**src/rtl/pcm_vp_pkg.sv**
```systemverilog
package pcm_vp_pkg;
  localparam int SLOT_W = 16;
  localparam int CNT_W  = $clog2(SLOT_W);
  localparam int LEN_W  = CNT_W + 1;
  localparam int CFG_W  = 11;

  typedef struct packed {
    logic [2:0] gain;
    logic [1:0] fmt;
    logic       mute;
    logic       tri_rise;
    logic       tri_en;
    logic       lsb_first;
    logic       sign_ext;
    logic       short_sync;
  } cfg_t;

  function automatic logic [LEN_W-1:0] slot_len(input logic [1:0] fmt);
    return (fmt == 2'b11) ? LEN_W'(SLOT_W / 2) : LEN_W'(SLOT_W);
  endfunction

  // sample -> slot word
  function automatic logic [SLOT_W-1:0] pack_word(input cfg_t c, input logic [SLOT_W-1:0] s);
    logic [SLOT_W-1:0] w;
    case (c.fmt)
      2'b00:   w = c.sign_ext ? {{3{s[12]}}, s[12:0]} : {s[12:0], c.gain};
      2'b01:   w = s;
      2'b10:   w = c.sign_ext ? {{8{s[7]}}, s[7:0]} : {s[7:0], 8'h00};
      default: w = {8'h00, s[7:0]};
    endcase
    return w;
  endfunction

  // slot word -> sign-extended sample
  function automatic logic [SLOT_W-1:0] unpack_word(input cfg_t c, input logic [SLOT_W-1:0] w);
    logic [SLOT_W-1:0] s;
    case (c.fmt)
      2'b00:   s = c.sign_ext ? {{3{w[12]}}, w[12:0]} : {{3{w[15]}}, w[15:3]};
      2'b01:   s = w;
      2'b10:   s = c.sign_ext ? {{8{w[7]}}, w[7:0]} : {{8{w[15]}}, w[15:8]};
      default: s = {{8{w[7]}}, w[7:0]};
    endcase
    return s;
  endfunction

  // serial position idx -> bit index inside the slot word
  function automatic logic [CNT_W-1:0] bit_pos(input cfg_t c, input logic [CNT_W-1:0] idx);
    logic [LEN_W-1:0] top;
    top = slot_len(c.fmt) - LEN_W'(1);
    return c.lsb_first ? idx : CNT_W'(top - {1'b0, idx});
  endfunction
endpackage

```
**src/rtl/pcm_vp_edge.sv**
```systemverilog
module pcm_vp_edge (
  input  logic clk,
  input  logic rst_n,
  input  logic bclk_i,
  input  logic fsync_i,
  input  logic short_sync,
  output logic bclk_rise,
  output logic bclk_fall,
  output logic frame_edge
);
  logic bclk_q, fs_q;

  always_ff @(posedge clk or negedge rst_n) begin
    if (!rst_n) begin
      bclk_q <= 1'b0;
      fs_q   <= 1'b0;
    end else begin
      bclk_q <= bclk_i;
      fs_q   <= fsync_i;
    end
  end

  assign bclk_rise  = bclk_i & ~bclk_q;
  assign bclk_fall  = ~bclk_i & bclk_q;
  assign frame_edge = short_sync ? (~fsync_i & fs_q) : (fsync_i & ~fs_q);
endmodule

```
**src/rtl/pcm_vp_seq.sv**
```systemverilog
module pcm_vp_seq
  import pcm_vp_pkg::*;
(
  input  logic             clk,
  input  logic             rst_n,
  input  logic             bclk_rise,
  input  logic             bclk_fall,
  input  logic             frame_edge,
  input  logic [1:0]       fmt,
  output logic             slot_start,
  output logic             slot_armed,
  output logic             slot_active,
  output logic             last_fall,
  output logic [CNT_W-1:0] bit_cnt,
  output logic [CNT_W-1:0] bit_cnt_nxt
);
  assign slot_start  = bclk_rise & slot_armed;
  assign last_fall   = bclk_fall & slot_active &
                       ({1'b0, bit_cnt} == slot_len(fmt) - LEN_W'(1));
  assign bit_cnt_nxt = slot_start ? '0 : bit_cnt + CNT_W'(1);

  always_ff @(posedge clk or negedge rst_n) begin
    if (!rst_n) begin
      slot_armed  <= 1'b0;
      slot_active <= 1'b0;
      bit_cnt     <= '0;
    end else begin
      if (slot_start)      slot_armed <= frame_edge;
      else if (frame_edge) slot_armed <= 1'b1;

      if (slot_start)     slot_active <= 1'b1;
      else if (last_fall) slot_active <= 1'b0;

      if (slot_start)                    bit_cnt <= '0;
      else if (bclk_rise && slot_active) bit_cnt <= bit_cnt_nxt;
    end
  end

  assert_slot_open_R1: assert property (@(posedge clk) disable iff (!rst_n)
    slot_start |=> (slot_active && bit_cnt == '0));

  assert_cnt_bound_R3: assert property (@(posedge clk) disable iff (!rst_n)
    slot_active |-> ({1'b0, bit_cnt} < slot_len(fmt)));
endmodule

```
**src/rtl/pcm_vp_tx.sv**
```systemverilog
module pcm_vp_tx
  import pcm_vp_pkg::*;
(
  input  logic              clk,
  input  logic              rst_n,
  input  cfg_t              cfg,
  input  logic              bclk_rise,
  input  logic              slot_start,
  input  logic              slot_active,
  input  logic              slot_armed,
  input  logic              last_fall,
  input  logic [CNT_W-1:0]  bit_cnt_nxt,
  input  logic [SLOT_W-1:0] tx_sample,
  output logic              sd_o,
  output logic              sd_oe_o
);
  logic [SLOT_W-1:0] word_q, word_sel;
  logic              sd_q, oe_q, rel_pend, drive_bit;

  assign word_sel  = slot_start ? pack_word(cfg, tx_sample) : word_q;
  assign drive_bit = word_sel[bit_pos(cfg, bit_cnt_nxt)];

  always_ff @(posedge clk or negedge rst_n) begin
    if (!rst_n) begin
      word_q   <= '0;
      sd_q     <= 1'b0;
      oe_q     <= 1'b0;
      rel_pend <= 1'b0;
    end else begin
      if (slot_start) word_q <= word_sel;
      if (bclk_rise)  sd_q   <= (slot_start | slot_active) ? drive_bit : 1'b0;

      if (last_fall)      rel_pend <= cfg.tri_rise;
      else if (bclk_rise) rel_pend <= 1'b0;

      if (!cfg.tri_en)                                   oe_q <= 1'b1;
      else if (slot_start)                               oe_q <= 1'b1;
      else if (last_fall && !cfg.tri_rise && !slot_armed) oe_q <= 1'b0;
      else if (rel_pend && bclk_rise)                    oe_q <= 1'b0;
    end
  end

  assign sd_o    = sd_q & ~cfg.mute;
  assign sd_oe_o = oe_q;

  assert_drive_steady_R8: assert property (@(posedge clk) disable iff (!rst_n)
    !cfg.tri_en |=> sd_oe_o);

  assert_oe_on_start_R9: assert property (@(posedge clk) disable iff (!rst_n)
    slot_start |=> sd_oe_o);

  assert_oe_in_slot_R9: assert property (@(posedge clk) disable iff (!rst_n)
    (slot_active && !slot_start) |-> sd_oe_o);
endmodule

```
**src/rtl/pcm_vp_rx.sv**
```systemverilog
module pcm_vp_rx
  import pcm_vp_pkg::*;
(
  input  logic              clk,
  input  logic              rst_n,
  input  cfg_t              cfg,
  input  logic              bclk_fall,
  input  logic              slot_active,
  input  logic              last_fall,
  input  logic [CNT_W-1:0]  bit_cnt,
  input  logic              sd_i,
  output logic [SLOT_W-1:0] rx_sample,
  output logic              rx_valid
);
  logic [SLOT_W-1:0] rx_word;
  logic              done_q;

  always_ff @(posedge clk or negedge rst_n) begin
    if (!rst_n) begin
      rx_word <= '0;
      done_q  <= 1'b0;
    end else begin
      if (bclk_fall && slot_active) rx_word[bit_pos(cfg, bit_cnt)] <= sd_i;
      done_q <= last_fall;
    end
  end

  assign rx_sample = unpack_word(cfg, rx_word);
  assign rx_valid  = done_q;

  assert_single_pulse_R13: assert property (@(posedge clk) disable iff (!rst_n)
    rx_valid |=> !rx_valid);
endmodule

```
**src/rtl/pcm_voice_port.sv**
```systemverilog
module pcm_voice_port
  import pcm_vp_pkg::*;
(
  input  logic              clk,
  input  logic              rst_n,
  input  logic [CFG_W-1:0]  cfg_i,
  input  logic              bclk_i,
  input  logic              fsync_i,
  input  logic              sd_i,
  input  logic [SLOT_W-1:0] tx_sample_i,
  output logic              sd_o,
  output logic              sd_oe_o,
  output logic [SLOT_W-1:0] rx_sample_o,
  output logic              rx_valid_o
);
  cfg_t             cfg;
  logic             bclk_rise, bclk_fall, frame_edge;
  logic             slot_start, slot_armed, slot_active, last_fall;
  logic [CNT_W-1:0] bit_cnt, bit_cnt_nxt;

  assign cfg = cfg_t'(cfg_i);

  pcm_vp_edge u_edge (
    .clk(clk), .rst_n(rst_n), .bclk_i(bclk_i), .fsync_i(fsync_i),
    .short_sync(cfg.short_sync), .bclk_rise(bclk_rise), .bclk_fall(bclk_fall),
    .frame_edge(frame_edge)
  );

  pcm_vp_seq u_seq (
    .clk(clk), .rst_n(rst_n), .bclk_rise(bclk_rise), .bclk_fall(bclk_fall),
    .frame_edge(frame_edge), .fmt(cfg.fmt), .slot_start(slot_start),
    .slot_armed(slot_armed), .slot_active(slot_active), .last_fall(last_fall),
    .bit_cnt(bit_cnt), .bit_cnt_nxt(bit_cnt_nxt)
  );

  pcm_vp_tx u_tx (
    .clk(clk), .rst_n(rst_n), .cfg(cfg), .bclk_rise(bclk_rise),
    .slot_start(slot_start), .slot_active(slot_active), .slot_armed(slot_armed),
    .last_fall(last_fall), .bit_cnt_nxt(bit_cnt_nxt), .tx_sample(tx_sample_i),
    .sd_o(sd_o), .sd_oe_o(sd_oe_o)
  );

  pcm_vp_rx u_rx (
    .clk(clk), .rst_n(rst_n), .cfg(cfg), .bclk_fall(bclk_fall),
    .slot_active(slot_active), .last_fall(last_fall), .bit_cnt(bit_cnt),
    .sd_i(sd_i), .rx_sample(rx_sample_o), .rx_valid(rx_valid_o)
  );
endmodule

```
**config.mk**
```make
export PLATFORM = sky130hd
export DESIGN_NAME = pcm_voice_port
export DESIGN_NICKNAME = d
export VERILOG_FILES = /design/src/rtl/pcm_vp_pkg.sv /design/src/rtl/pcm_vp_edge.sv /design/src/rtl/pcm_vp_seq.sv /design/src/rtl/pcm_vp_tx.sv /design/src/rtl/pcm_vp_rx.sv /design/src/rtl/pcm_voice_port.sv
export SDC_FILE = /design/constraint.sdc
export NUM_CORES = 1
export LEC_CHECK = 0
export CORE_ASPECT_RATIO = 1.1
export CORE_MARGIN = 3
export CORE_UTILIZATION = 34
export CTS_CLUSTER_DIAMETER = 80
export DETAILED_ROUTE_END_ITERATION = 8
export GPL_TIMING_DRIVEN = 0
export PLACE_DENSITY = 0.62
export SETUP_SLACK_MARGIN = 0.5
export SLEW_MARGIN = 40
export SYNTH_ARGS = -nofsm -noshare
export SYNTH_HDL_FRONTEND = slang
export SYNTH_SLANG_ARGS = --single-unit
```
**constraint.sdc**
```tcl
create_clock -name clk -period 3 [get_ports clk]
set_clock_uncertainty 0.1 [all_clocks]
set_input_delay 0.3 -clock clk [delete_from_list [all_inputs] [get_ports clk]]
set_output_delay 0.3 -clock clk [all_outputs]
set_load 0.01 [all_outputs]
```
==> reports/metrics.csv <==
stage,metric,value,unit
run_status,status,completed,
timing,tightest_slew,612.5,ps
timing,period_share,78.22,%
detailed_routing,totalWireLength,8562,um
setup_path,critPathMaxFanout,10,
detailed_routing,firstDrtPassIters,4,
yosys,synth-edff-count,0,
yosys,yosys_warnings,0,
cts,cts_tree,built,
final_layout,final_cell_count_no_fill,532,
run,drv_cap,0,
timing,rsz0062_at_grt,no,
detailed_routing,avgViaCountPerCell,5.440,
detailed_routing,via_count,2894,
yosys,synth_top_cell_area_share,35.28,%
die,top_level_ports,51,
setup_path,cp_data_required_time,2600,ps
power,p_switching,1.039,mW
power,internal_power,1.675,mW
yosys,syn-cell-area,0.003120,mm^2
global_route,grt_pass1_wl,14490,um
global_route,grt_pass1_vias,2847,
global_route,met1_usage,23.68,%
power,seqPwrFrac,34.7,%
place,hpwl,6599,um
global_route,top_usage_layer,met2,
power,clkPwrFrac,18.7,%
final_layout,multi_input_area,0.001866,mm^2
yosys,syn_inst,360,
global_route,grt.met3_usage,2.756,%
final_layout,regArea,0.001101,mm^2
place,place_inst,523,
final_layout,n_fill_cell,904,
power,peakVddDrop,0.0003861,V
power,combPwrFrac,46.6,%
setup_path,crit_type,input pin to output pin,
timing,relSlewSlack,58.82,%
cts,clk_latency,300,ps
yosys,syn-num-nets,393,
timing,finalHoldViolCount,0,
global_route,antenna_found_initial,0,
die,die_w,97.35,um
global_route,grt_use_total,16.91,%
global_route,grt_max_degree,24,
yosys,yosys_most_used_dff,dfrtp_1,
cts,cts_buffers,5,
cts,clock_sinks,44,
detailed_routing,detail-route-antenna-nets,0,
cts,cts-htree-levels,2,
timing,setup_viol,0,
place,port_buffers,48,
global_route,use_met2,27.27,%
yosys,ys_async_sr_fraction,100.0,%
yosys,yosys.area.top_type,dfrtp_1,
final_layout,fin_nets,450,
cts,post_cts_buffers,0,
final_layout,drive_gt1_share,14.11,%
power,p_leak,1.695,nW
global_route,gr-total-overflow,0,
detailed_routing,drtIter0Drc,141,
detailed_routing,drc,0,
final_layout,areaGrowthSynthToFinish,26.50,%
die,die_y,106.5,um
die,core_area,0.008919,mm^2
cts,cts_max_path_buffers,2,
yosys,ys_seq_area_share,35.28,%
die,rows,36,
place,gp_congestion,0.8734,
power,p_total,2.714,mW
cts,clk_pin_slew_worst_paths,90,ps
power,powerDensity,687.5,mW/mm^2
hold_path,hold_path.class,input pin to asynchronous set/reset pin,
timing,min_period,2346,ps
die,start_util,34.99,%
setup_path,crit_arrival,1950,ps
timing,drv_slew,0,
yosys,avgSynthCellArea,8.668,um^2
cts,cts_root_buf,clkbuf_8,
detailed_routing,routedWlPerCell,16.09,um
die,die_area,0.01036,mm^2
final_layout,antennaDiodeCount,0,
power,switching_share,38.29,%
setup_path,cp-end-kind,output pin,
yosys,synth_seq_cells,44,
timing,max_freq,426.2,MHz
setup_path,startpoint_type,input pin,
yosys,synth_area_leaders,"dfrtp_1 (35%), nand2_1 (5.5%), a21oi_1 (4.8%), o21ai_0 (4.3%), nor2_1 (4.1%)",
yosys,synth_cell_types,59,
[worst paths after layout]
path / slack, ps / end / depth (start not counted) / from
setup / recovery: 650 / rx_sample_o[7] / 7 / cfg_i[7]
hold / removal: 320 / u_rx.rx_word[1] / 2 / rst_n
setup reg to reg: 670 / u_tx.sd_q / 7 / u_seq.bit_cnt[0]
hold reg to reg: 400 / u_tx.word_q[9] / 1 / u_tx.word_q[9]
max in group asynchronous: 2050 / u_tx.sd_q / 3 / rst_n
min in group clk: 390 / u_tx.sd_oe_o / 2 / cfg_i[3]
[worst max-delay path, cell delays in order]
cell	delay, ps
buf_2	170
clkbuf_4	240
buf_4	190
buf_4	210
mux2i_1	90
a21oi_1	170
clkdlybuf4s50_1	560
[cell families after synthesis]
| kind of cell | synth area share, % |
|---|---|
| adder cells (fa/ha/maj) | 0.4009 |
| AND/OR/NAND/NOR | 21.93 |
| XOR/XNOR | 1.364 |
| buffers and inverters | 5.614 |
| flip-flops | 35.28 |
| multiplexers | 13.95 |
| AO/OA/AOI/OAI | 21.45 |
[Yosys cell counts (4+ instances only)]
master     n
o22ai_1    4
mux2_1     9
nand2_1   46
buf_2     14
mux2_2    11
inv_1     10
a221oi_1   7
o21a_1     6
clkbuf_1   5
a22oi_1    4
o21ai_0   27
nand3_1    4
nor3b_1    6
dfrtp_1   44
nor2_1    34
nor2b_1   10
mux4_2     4
nand2b_1   4
a21oi_1   30
mux2i_1   12
nor3_1     4
[layer usage]
metal,up-vias,wire length (um)
met5,-,0
met4,0,175
met3,17,468
met2,91,4079
met1,1377,3839
li1,1409,-
[per-stage QoR]
step	hold slack [ps]	TNS (ps)	worst slack, ps	area, um^2	util [%]
final	324.2	0	653.5	3948	44.26
after global routing	349.3	0	531.9	3948	44.26
after CTS	333.0	0	513.5	3929	44.05
after detailed placement	119.4	-46.10	-38.01	3769	42.26
after global placement	374.9	-248.7	-60.97	3744	41.98
after floorplan	-95.59	0	879.2	3120	-
[power by group through the flow]
stage	sequential [mW]	combinational, mW	clock [mW]
2_1_floorplan	0.889	0.863	0
3_3_place_gp	0.944	1.25	0
3_5_place_dp	0.949	1.27	0
4_1_cts	0.941	1.26	0.514
5_1_grt	0.968	1.41	0.539
6_report	0.941	1.26	0.508
[final cells by class]
type                       instances  area share (%)
clock buffer                       7           2.441
clock inverter                     1          0.7607
inverter                          10          0.9509
sequential                        44           27.89
multi-input combinational        280           47.26
timing repair buffer              50           13.06
buffer                            26           4.025
tap                              114           3.613
[flip-flops by register name, summed over array words and instances (netlist names)]
name / flops
u_rx.rx_valid: 1
u_seq.slot_active: 1
u_tx.rel_pend: 1
u_edge.fs_q: 1
u_tx.sd_q: 1
u_seq.bit_cnt: 4
u_tx.word_q: 16
u_tx.sd_oe_o: 1
u_edge.bclk_q: 1
u_seq.slot_armed: 1
u_rx.rx_word: 16
[cells in the final DEF (no fill, tap or decap), types with 8 or more instances in the layout]
cell type        netlist  routed
inv_1                 10      10
nor2b_1               10      10
nand2_1               46      46
buf_4                  2       8
mux2_2                11      11
nor2_1                34      33
clkdlybuf4s50_1        0      35
o21ai_0               27      27
mux2i_1               12      12
a21oi_1               30      30
buf_2                 14      10
dfrtp_1               44      44
mux2_1                 9       9
[timing repair]
item	CTS	global route
setup endpoints to repair	16	10
endpoints found under the hold margin	21	0
resized for setup	19	10
hold buffers	1	0
(Power assumes the default switching activity.)
